### src/rtl/wgd_pkg.sv
package wgd_pkg;

  typedef enum logic [1:0] {
    RX_IDLE = 2'd0,
    RX_DATA = 2'd1,
    RX_BAD  = 2'd2
  } rx_state_t;

  localparam logic [2:0] SEL_MAX = 3'd5;

  // Period codes above the largest legal value all map onto it.
  function automatic logic [2:0] sel_clamp(input logic [2:0] sel);
    return (sel > SEL_MAX) ? SEL_MAX : sel;
  endfunction

endpackage

### src/rtl/wgd_line_sync.sv
module wgd_line_sync #(
  parameter int LANES  = 2,
  parameter int STAGES = 2
) (
  input  logic             clk,
  input  logic             rst,
  input  logic             act_high,
  input  logic [LANES-1:0] lines_i,
  output logic [LANES-1:0] act_o,
  output logic             chg_o
);

  logic [LANES-1:0] act_w;
  logic [LANES-1:0] prev_q;

  for (genvar g = 0; g < LANES; g++) begin : g_lane
    logic [STAGES-1:0] pipe_q;
    always_ff @(posedge clk) begin
      if (rst) pipe_q <= {STAGES{~act_high}};
      else     pipe_q <= {pipe_q[STAGES-2:0], lines_i[g]};
    end
    // A lane is active when its settled level equals the active level.
    assign act_w[g] = pipe_q[STAGES-1] ~^ act_high;
  end

  always_ff @(posedge clk) begin
    if (rst) prev_q <= '0;
    else     prev_q <= act_w;
  end

  assign act_o = act_w;
  assign chg_o = (act_w != prev_q);

endmodule

### src/rtl/wgd_bit_timer.sv
module wgd_bit_timer #(
  parameter int CNT_W = 8
) (
  input  logic             clk,
  input  logic             rst,
  input  logic             arm_i,
  input  logic             stop_i,
  input  logic [CNT_W-1:0] load_i,
  output logic             expired_o
);

  logic [CNT_W-1:0] cnt_q;
  logic             armed_q;

  always_ff @(posedge clk) begin
    if (rst) begin
      cnt_q   <= '0;
      armed_q <= 1'b0;
    end else if (arm_i) begin
      cnt_q   <= load_i - CNT_W'(1);
      armed_q <= 1'b1;
    end else if (stop_i) begin
      armed_q <= 1'b0;
    end else if (armed_q && cnt_q != '0) begin
      cnt_q <= cnt_q - CNT_W'(1);
    end
  end

  assign expired_o = armed_q && (cnt_q == '0);

endmodule

### src/rtl/wgd_rx_fsm.sv
module wgd_rx_fsm
  import wgd_pkg::*;
#(
  parameter int MAX_BITS = 64,
  parameter int LEN_W    = $clog2(MAX_BITS + 1)
) (
  input  logic                clk,
  input  logic                rst,
  input  logic [1:0]          act_i,     // [0] zero line, [1] one line
  input  logic                chg_i,
  input  logic                expired_i,
  output logic                arm_o,
  output logic                stop_o,
  output logic                bit_stb_o,
  output logic                bit_val_o,
  output logic                frame_stb_o,
  output logic [LEN_W-1:0]    frame_len_o,
  output logic [MAX_BITS-1:0] frame_bits_o,
  output logic                frame_ovf_o,
  output logic                bad_o
);

  rx_state_t           state_q;
  logic [LEN_W-1:0]    cnt_q;
  logic [MAX_BITS-1:0] sh_q;
  logic                ovf_q;

  logic new_bit, both_act, bad_exit, timeout;

  always_comb begin
    new_bit  = chg_i && (state_q != RX_BAD) && (act_i == 2'b01 || act_i == 2'b10);
    both_act = chg_i && (state_q != RX_BAD) && (act_i == 2'b11);
    bad_exit = chg_i && (state_q == RX_BAD) && (act_i == 2'b00);
    timeout  = !chg_i && expired_i;
    arm_o    = new_bit;
    stop_o   = both_act || timeout;
  end

  always_ff @(posedge clk) begin
    bit_stb_o   <= 1'b0;
    frame_stb_o <= 1'b0;
    if (rst) begin
      state_q      <= RX_IDLE;
      cnt_q        <= '0;
      sh_q         <= '0;
      ovf_q        <= 1'b0;
      bit_val_o    <= 1'b0;
      frame_len_o  <= '0;
      frame_bits_o <= '0;
      frame_ovf_o  <= 1'b0;
      bad_o        <= 1'b0;
    end else if (new_bit) begin
      state_q   <= RX_DATA;
      bit_stb_o <= 1'b1;
      bit_val_o <= act_i[1];
      if (cnt_q < LEN_W'(MAX_BITS)) begin
        sh_q  <= {sh_q[MAX_BITS-2:0], act_i[1]};
        cnt_q <= cnt_q + LEN_W'(1);
      end else begin
        ovf_q <= 1'b1;
      end
    end else if (both_act) begin
      state_q <= RX_BAD;
      bad_o   <= 1'b1;
      cnt_q   <= '0;
      sh_q    <= '0;
      ovf_q   <= 1'b0;
    end else if (bad_exit) begin
      state_q <= RX_IDLE;
      bad_o   <= 1'b0;
    end else if (timeout) begin
      cnt_q <= '0;
      sh_q  <= '0;
      ovf_q <= 1'b0;
      if (act_i == 2'b00) begin
        state_q      <= RX_IDLE;
        frame_stb_o  <= 1'b1;
        frame_len_o  <= cnt_q;
        frame_bits_o <= sh_q;
        frame_ovf_o  <= ovf_q;
      end else begin
        state_q <= RX_BAD;
        bad_o   <= 1'b1;
      end
    end
  end

endmodule

### src/rtl/wgd_frame_rx.sv
module wgd_frame_rx
  import wgd_pkg::*;
#(
  parameter int CLK_HZ      = 50_000_000,
  parameter int MAX_BITS    = 64,
  parameter int SYNC_STAGES = 2,
  parameter int LEN_W       = $clog2(MAX_BITS + 1)
) (
  input  logic                clk,
  input  logic                rst,
  input  logic                act_high,
  input  logic [2:0]          period_sel,
  input  logic                line_zero,
  input  logic                line_one,
  output logic                bit_stb,
  output logic                bit_val,
  output logic                frame_stb,
  output logic [LEN_W-1:0]    frame_len,
  output logic [MAX_BITS-1:0] frame_bits,
  output logic                frame_ovf,
  output logic                rx_invalid
);

  localparam int TPM   = (CLK_HZ / 1000 < 1) ? 1 : CLK_HZ / 1000;
  localparam int CNT_W = $clog2(TPM * 32 + 1);
  localparam logic [CNT_W-1:0] TPM_V = CNT_W'(TPM);

  logic [1:0]       act_w;
  logic             chg_w;
  logic             arm_w, stop_w, expired_w;
  logic [CNT_W-1:0] load_w;

  assign load_w = TPM_V << sel_clamp(period_sel);

  wgd_line_sync #(.LANES(2), .STAGES(SYNC_STAGES)) sync_i (
    .clk      (clk),
    .rst      (rst),
    .act_high (act_high),
    .lines_i  ({line_one, line_zero}),
    .act_o    (act_w),
    .chg_o    (chg_w)
  );

  wgd_bit_timer #(.CNT_W(CNT_W)) timer_i (
    .clk       (clk),
    .rst       (rst),
    .arm_i     (arm_w),
    .stop_i    (stop_w),
    .load_i    (load_w),
    .expired_o (expired_w)
  );

  wgd_rx_fsm #(.MAX_BITS(MAX_BITS), .LEN_W(LEN_W)) fsm_i (
    .clk          (clk),
    .rst          (rst),
    .act_i        (act_w),
    .chg_i        (chg_w),
    .expired_i    (expired_w),
    .arm_o        (arm_w),
    .stop_o       (stop_w),
    .bit_stb_o    (bit_stb),
    .bit_val_o    (bit_val),
    .frame_stb_o  (frame_stb),
    .frame_len_o  (frame_len),
    .frame_bits_o (frame_bits),
    .frame_ovf_o  (frame_ovf),
    .bad_o        (rx_invalid)
  );

endmodule

### config.mk
export PLATFORM = sky130hd
export DESIGN_NAME = wgd_frame_rx
export DESIGN_NICKNAME = d
export VERILOG_FILES = /design/src/rtl/wgd_pkg.sv /design/src/rtl/wgd_line_sync.sv /design/src/rtl/wgd_bit_timer.sv /design/src/rtl/wgd_rx_fsm.sv /design/src/rtl/wgd_frame_rx.sv
export SDC_FILE = /design/constraint.sdc
export NUM_CORES = 1
export LEC_CHECK = 0
export CORE_ASPECT_RATIO = 0.9
export CORE_MARGIN = 2
export CORE_UTILIZATION = 60
export CTS_BUF_LIST = sky130_fd_sc_hd__clkbuf_16
export DETAILED_ROUTE_END_ITERATION = 6
export PLACE_DENSITY = 0.91
export SLEW_MARGIN = 20
export SYNTH_ARGS = -nofsm -noshare
export SYNTH_HDL_FRONTEND = slang
export SYNTH_HIERARCHICAL = 1
export SYNTH_SLANG_ARGS = --single-unit
### constraint.sdc
create_clock -name clk -period 13.5 [get_ports clk]
set_clock_uncertainty 0.1 [all_clocks]
set_input_delay 2.7 -clock clk [delete_from_list [all_inputs] [get_ports clk]]
set_output_delay 2.7 -clock clk [all_outputs]
set_load 0.02 [all_outputs]
Yosys cells after proc, flatten, opt, wreduce, memory -nomap -nowiden
Cells that the tools add are included.

Add/sub/neg operators: 3. Multiply operators: 0. Divide/modulo/power cells: 0. Order comparisons: 2. Equal/unequal tests: 11. Shifts and indexed selects: 1. Muxes and demuxes: 34. Bitwise gates (word level): 7. Reductions and logical operators: 26.

Operator list (number): $mux W64 (5); $mux W21 (3); $sub A21 B1 Y21 const B (2); $mux W7 (5); $logic_not A21 Y1 (1); $reduce_bool A21 Y1 (1); $shl A16 B3 Y21 const A (1); $mux W1 (14); $mux W2 (6); $reduce_and A3 Y1 (3); $logic_and A1 B1 Y1 (8); $add A7 B1 Y7 const B (1); $lt A7 B7 Y1 const B (1); $eq A2 B2 Y1 const B (3); $ne A2 B2 Y1 const B (3); $reduce_bool A3 Y1 (2); $not A1 Y1 (5); $reduce_and A5 Y1 (1); $reduce_or A5 Y1 (1); $reduce_bool A2 Y1 (2); $reduce_bool A4 Y1 (1); $gt A3 B3 Y1 const B (1); $mux W3 (1); $ne A3 B1 Y1 const B (1); 10 further kinds (12).

Flip-flop bits (word level): 178. Bits in latches: 0. RAM bits: 0. ROM bits: 0. Bits of input ports: 8. Output and inout bits: 76. Word-level logic and storage cells: 101. Memories: 0.

Logic depth before layout (Yosys ltp)
Depth in word-level cells: 8. Depth in mapped cells: 19. Gate-level depth less buffers: 12.

Hierarchy
Netlist, hierarchy kept.

By module, submodules not included: wgd_rx_fsm (times used 1, cells an instance 680, area an instance 5454.0 µm², seq. area each 3002.9 µm²); wgd_bit_timer (times used 1, cells an instance 210, area an instance 1665.3 µm², seq. area each 440.4 µm²); wgd_line_sync (times used 1, cells an instance 25, area an instance 226.5 µm², seq. area each 120.1 µm²); wgd_frame_rx (times used 1, cells an instance 29, area an instance 181.4 µm², seq. area each 0.0 µm²).

Worst setup path after synthesis
No wires, ideal clock.

Path kind: input to register. Start: input port act_high. End: register timer_i.cnt_q[20]. Setup time: 134 ps. Arrival time: 6909 ps. Required time: 13266 ps. Slack: 6358 ps. Stages on the path: 19. Buffers on the path: 7. Cells stage by stage: xnor2_1 inv_1 ha_1 nand3_1 inv_1 buf_2 buf_2 buf_4 clkbuf_1 buf_1 clkbuf_1 mux2i_1 ha_1 o211ai_1 or2_2 buf_1 or4_1 nand3_1 a21oi_1.

Elaborated cells on any way between the ends: 17. Classes of those cells: eq/ne (5); mux (1); bitwise (2); reduce/logical (9).

RTL lines: start: declaration (RTL line wgd_frame_rx.sv:11) `input logic act_high,`; $xnor A1 B1 Y1 (RTL line wgd_line_sync.sv:23) `assign act_w[g] = pipe_q[STAGES-1] ~^ act_high;`; $ne A2 B2 Y1 (tied with other cells) (RTL line wgd_line_sync.sv:32) `assign chg_o = (act_w != prev_q);`; $logic_and A1 B1 Y1 / $logic_or A1 B1 Y1 (equally long branches) (RTL line wgd_rx_fsm.sv:31) `new_bit = chg_i && (state_q != RX_BAD) && (act_i == 2'b01 || act_i == 2'b10);`; $logic_and A1 B1 Y1 * (RTL line wgd_rx_fsm.sv:31); named net arm_w (RTL line wgd_frame_rx.sv:30) `logic arm_w, stop_w, expired_w;`; $ne A2 B2 Y1 (no source line) / $reduce_bool A2 Y1 (equally long branches); $reduce_and A2 Y1 (no source line); end signal: assignment (RTL line wgd_bit_timer.sv:20) `cnt_q <= load_i - CNT_W'(1);`; end signal: assignment (RTL line wgd_bit_timer.sv:25) `cnt_q <= cnt_q - CNT_W'(1);`; end: declaration (RTL line wgd_bit_timer.sv:12) `logic [CNT_W-1:0] cnt_q;`.

Mark *: on every way through the listed nets, which the timed path passes. The rest lies on a longest branch. A chain may end at the register's enable or synchronous reset.

Worst setup path in the final report
Start: input port act_high. End: register timer_i.cnt_q[20].

Elaborated cells on any way between the ends: 17. Classes of those cells: eq/ne (5); mux (1); bitwise (2); reduce/logical (9).

RTL lines: $xnor A1 B1 Y1 (RTL line wgd_line_sync.sv:23); $ne A2 B2 Y1 * (RTL line wgd_line_sync.sv:32); named net chg_w (RTL line wgd_frame_rx.sv:29) `logic chg_w;`; $logic_and A1 B1 Y1 * (2 in series) (RTL line wgd_rx_fsm.sv:31); named net arm_w (RTL line wgd_frame_rx.sv:30); $ne A2 B2 Y1 (no source line) / $reduce_bool A2 Y1 (equally long branches); $reduce_and A2 Y1 (no source line).

Marked as above.

==> flow_summary.yaml <==
sta:
  max_freq_mhz: 146.3
  final.setup.tns_ns: 0
  finalWorstSetupSlack_ns: 6.666
  period_share_pct: 50.62
  setup_viol: 0
  rsz0062_at_grt: "no"
  worst_slew_pin_slew_ns: 1.059
  period_needed_ns: 6.834
  timing.slew.headroom_pct: 29.39
  drv_slew: 0
  hold_viol: 0
synth:
  synthArstFlopShare_pct: 0
  synth_cell_types: 64
  syn_area_per_cell_um2: 7.974
  synth_seq_area_share_pct: 47.34
  syn_inst: 944
  synth_top_area_share_pct: 47.34
  synthAdderAreaFrac_pct: 1.496
  synthSimpleGateAreaFrac_pct: 20.96
  synth_xor_area_share_pct: 3.258
  synth_compound_area_share_pct: 20.78
  yosysWarnings: 6
  yosysTopAreaCell: "dfxtp_1"
  synth_top_family_by_area: "simple AND/OR/NAND/NOR gates"
  synth.cell_area_mm2: 0.007527
  synth-seq-cells: 178
  synthFlopType: "dfxtp_1"
  muxShareOfSynthArea_pct: 1.130
  synth_edf_count: 0
  synth.area.top_cells: "dfxtp_1 (47%), nand2_1 (11%), a21oi_1 (11%)"
placement:
  gp_congestion: 0.8687
  port_buffers: 83
  dpl_worst_slack_ns: 6.407
  hpwl_um: 10200
final_layout:
  drive_above_1_share_pct: 5.672
  multi_input_area_mm2: 0.003642
  syn_to_final_growth_pct: 18.55
  finalNetCount: 1012
  seq_area_mm2: 0.003563
  antennaDiodeCount: 0
  fillCellCount: 914
die:
  die_h_um: 110.3
  design.die.area_mm2: 0.01346
  ios: 84
  die_x_um: 122.1
  row_count: 38
  initial_utilization_pct: 61.84
  coreArea_mm2: 0.01217
setup_path:
  r2r_start: "sync_i/g_lane[0].pipe_q[1]"
  arrival_ns: 6.99
  slowest_stage: "clkdlybuf4s50_1"
  regToRegEndpoint: "timer_i/cnt_q[20]"
  crit_start: "act_high"
  end_kind: "flip-flop"
  crit_cells: 14
  ff2ff_setup_slack_ns: 9.04
  critPathBufInv: 4
  path_cells: "clkdlybuf4s50_1 -> inv_1 -> nand3_1 -> nor2b_1 -> nand3_1 -> inv_1 -> buf_4 -> mux2i_1 -> ha_1 -> o211ai_1 -> or2_2 -> or4_1 -> nand3_1 -> a21oi_1"
  r2r_cells: 13
  cpMostUsedCell: "nand3_1"
  startpoint_type: "input pin"
  cp_max_fo: 57
  crit_type: "input pin to flip-flop"
  cpLargestDelayFamily: "simple AND/OR/NAND/NOR gates"
  cp.required_ns: 13.66
  slowest_delay_ns: 0.56
  crit_path_end: "timer_i/cnt_q[20]"
routing:
  via_per_inst: 5.691
  drc: 0
  drtPass1Iterations: 5
  ant_nets: 0
  drtIter0Drc: 712
  drt-total-wl_um: 17000
  num_vias: 6630
  wl_per_cell_um: 14.59
clock_network:
  cts_resized: 0
  post-cts-setup-buffers: 0
  cts.sinks: 178
  root_buffer: "clkbuf_16"
  clk_latency_ns: 0.42
  numCtsBuffers: 17
  htreeDepth: 4
  cts_tree: "done"
  hold_buffers: 0
  cts_buffer_depth: 2
  cts.reportedPaths.clkPinSlew_ns: 0.06
global_route:
  grt.overflow.total: 0
  first_global_vias: 5938
  grt_pass1_wl_um: 27520
  antenna_found_initial: 0
  grt_max_degree: 104
  track_usage_pct: 25.46
run:
  maxCapViolations: 0
pwr:
  irDropWorstVdd_uv: 85.37
  p_leak_nw: 2.995
  power_mw: 1.330
  power_density_mw_per_mm2: 149.0
worst_hold_path:
  min_path_cells: 2
  min_path_type: "flip-flop to flip-flop"
status:
  run_status: "finished, final reports clean"
## state kept, by name, summed over array words and instances, names as in the netlist
register	cells
fsm_i/frame_bits_o	64
fsm_i/sh_q	64
timer_i/cnt_q	21
fsm_i/cnt_q	7
fsm_i/frame_len_o	7
sync_i/g_lane.pipe_q	4
fsm_i/state_q	2
sync_i/prev_q	2
fsm_i/bad_o	1
fsm_i/bit_stb_o	1
fsm_i/bit_val_o	1
fsm_i/frame_ovf_o	1
fsm_i/frame_stb_o	1
fsm_i/ovf_q	1
timer_i/armed_q	1
## final cells by class
class	instances	share of cell area, %
Clock buffer	17	4.767
Clock inverter	12	1.612
Inverter	18	0.7572
Multi-Input combinational cell	690	40.82
Sequential cell	178	39.93
Tap cell	160	2.243
Timing Repair Buffer	90	9.871
## kinds of logic (layout without fill, tap and decap cells)
family / count (synthesis) / after routing
and+or+nand+nor: 353 / 353
xor gates and xnor gates: 28 / 28
other: 1 / 11
muxes: 8 / 8
adders and majority gates: 9 / 9
DFF: 178 / 178
buffers and inverters: 86 / 137
AOI/OAI and AO/OA: 281 / 281
## layout by cell type, fill, tap and decap left out, drive strengths merged, types with 10 or more instances in the layout
master	synthesis	layout
nand2	230	230
a21oi	161	161
nor3	27	27
nor2b	11	11
conb	1	11
nand3	10	10
xnor2	19	19
a211oi	12	12
dfxtp	178	178
inv	17	20
clkdlybuf4s50	0	82
clkbuf	39	17
nor2	30	30
o21ai	77	77
## per-stage QoR
stage | hold slack (ns) | std cells | utilization (%) | area (um^2)
after detailed placement | 0.3342 | 1136 | 68.64 | 8354
after global routing | 0.3586 | 1165 | 73.31 | 8924
after floorplan | 0.3154 | 954 | - | 7565
final | 0.3420 | 1165 | 73.31 | 8924
after CTS | 0.3434 | 1165 | 73.31 | 8924
after global placement | 0.3239 | 1136 | 68.64 | 8354
## cells in the mapped netlist, drive strengths merged, types with 2 or more instances
| cell | count |
|---|---|
| nand2 | 230 |
| dfxtp | 178 |
| a21oi | 161 |
| o21ai | 77 |
| clkbuf | 39 |
| nor2 | 30 |
| buf | 29 |
| nor3 | 27 |
| xnor2 | 19 |
| inv | 17 |
| a211oi | 12 |
| nor2b | 11 |
| nand3 | 10 |
| ha | 9 |
| xor2 | 9 |
| nor4 | 8 |
| or4 | 8 |
| a21o | 7 |
| mux2i | 7 |
| or3 | 6 |
| nor3b | 5 |
| a31oi | 4 |
| o31ai | 4 |
| or2 | 4 |
| and2 | 3 |
| nand2b | 3 |
| a21boi | 2 |
| a31o | 2 |
| nor4b | 2 |
| o22ai | 2 |
## worst reg2reg max path, cell delays in order, from the launching register on
cell and delay [ns]:
dfxtp_1 0.36, xor2_1 0.22, nor3_1 0.08, nor2b_1 0.55, nand3_1 0.36, inv_1 0.12, buf_4 0.49, mux2i_1 0.33
ha_1 0.27, o211ai_1 0.29, or2_2 0.45, or4_1 0.51, nand3_1 0.09, a21oi_1 0.07
## routing by layer
| metal | GRT usage (%) | wire, um | vias up |
|---|---|---|---|
| met3 | 6.790 | 963 | 17 |
| met1 | 33.27 | 7724 | 3085 |
| met5 | 0 | 0 | - |
| li1 | - | - | 3310 |
| met2 | 41.90 | 8134 | 218 |
| met4 | 7.143 | 179 | 0 |
## how the worst min path moves through the flow
stage	from	endpoint	slack [ns]
2_1_floorplan	sync_i/g_lane[0].pipe_q[0]	sync_i/g_lane[0].pipe_q[1]	0.32
3_3_place_gp	sync_i/g_lane[0].pipe_q[0]	sync_i/g_lane[0].pipe_q[1]	0.32
3_5_place_dp	sync_i/g_lane[0].pipe_q[0]	sync_i/g_lane[0].pipe_q[1]	0.33
4_1_cts	sync_i/g_lane[0].pipe_q[0]	sync_i/g_lane[0].pipe_q[1]	0.34
5_1_grt	sync_i/g_lane[0].pipe_q[0]	sync_i/g_lane[0].pipe_q[1]	0.36
6_report	sync_i/g_lane[1].pipe_q[0]	sync_i/g_lane[1].pipe_q[1]	0.34
## where the power goes
part           switching [mW]  total (mW)  internal (mW)
sequential             0.0264       0.577          0.550
combinational           0.181       0.272         0.0910
clock                   0.195       0.481          0.286
total                   0.403        1.33          0.927
(Power assumes the default switching activity.)
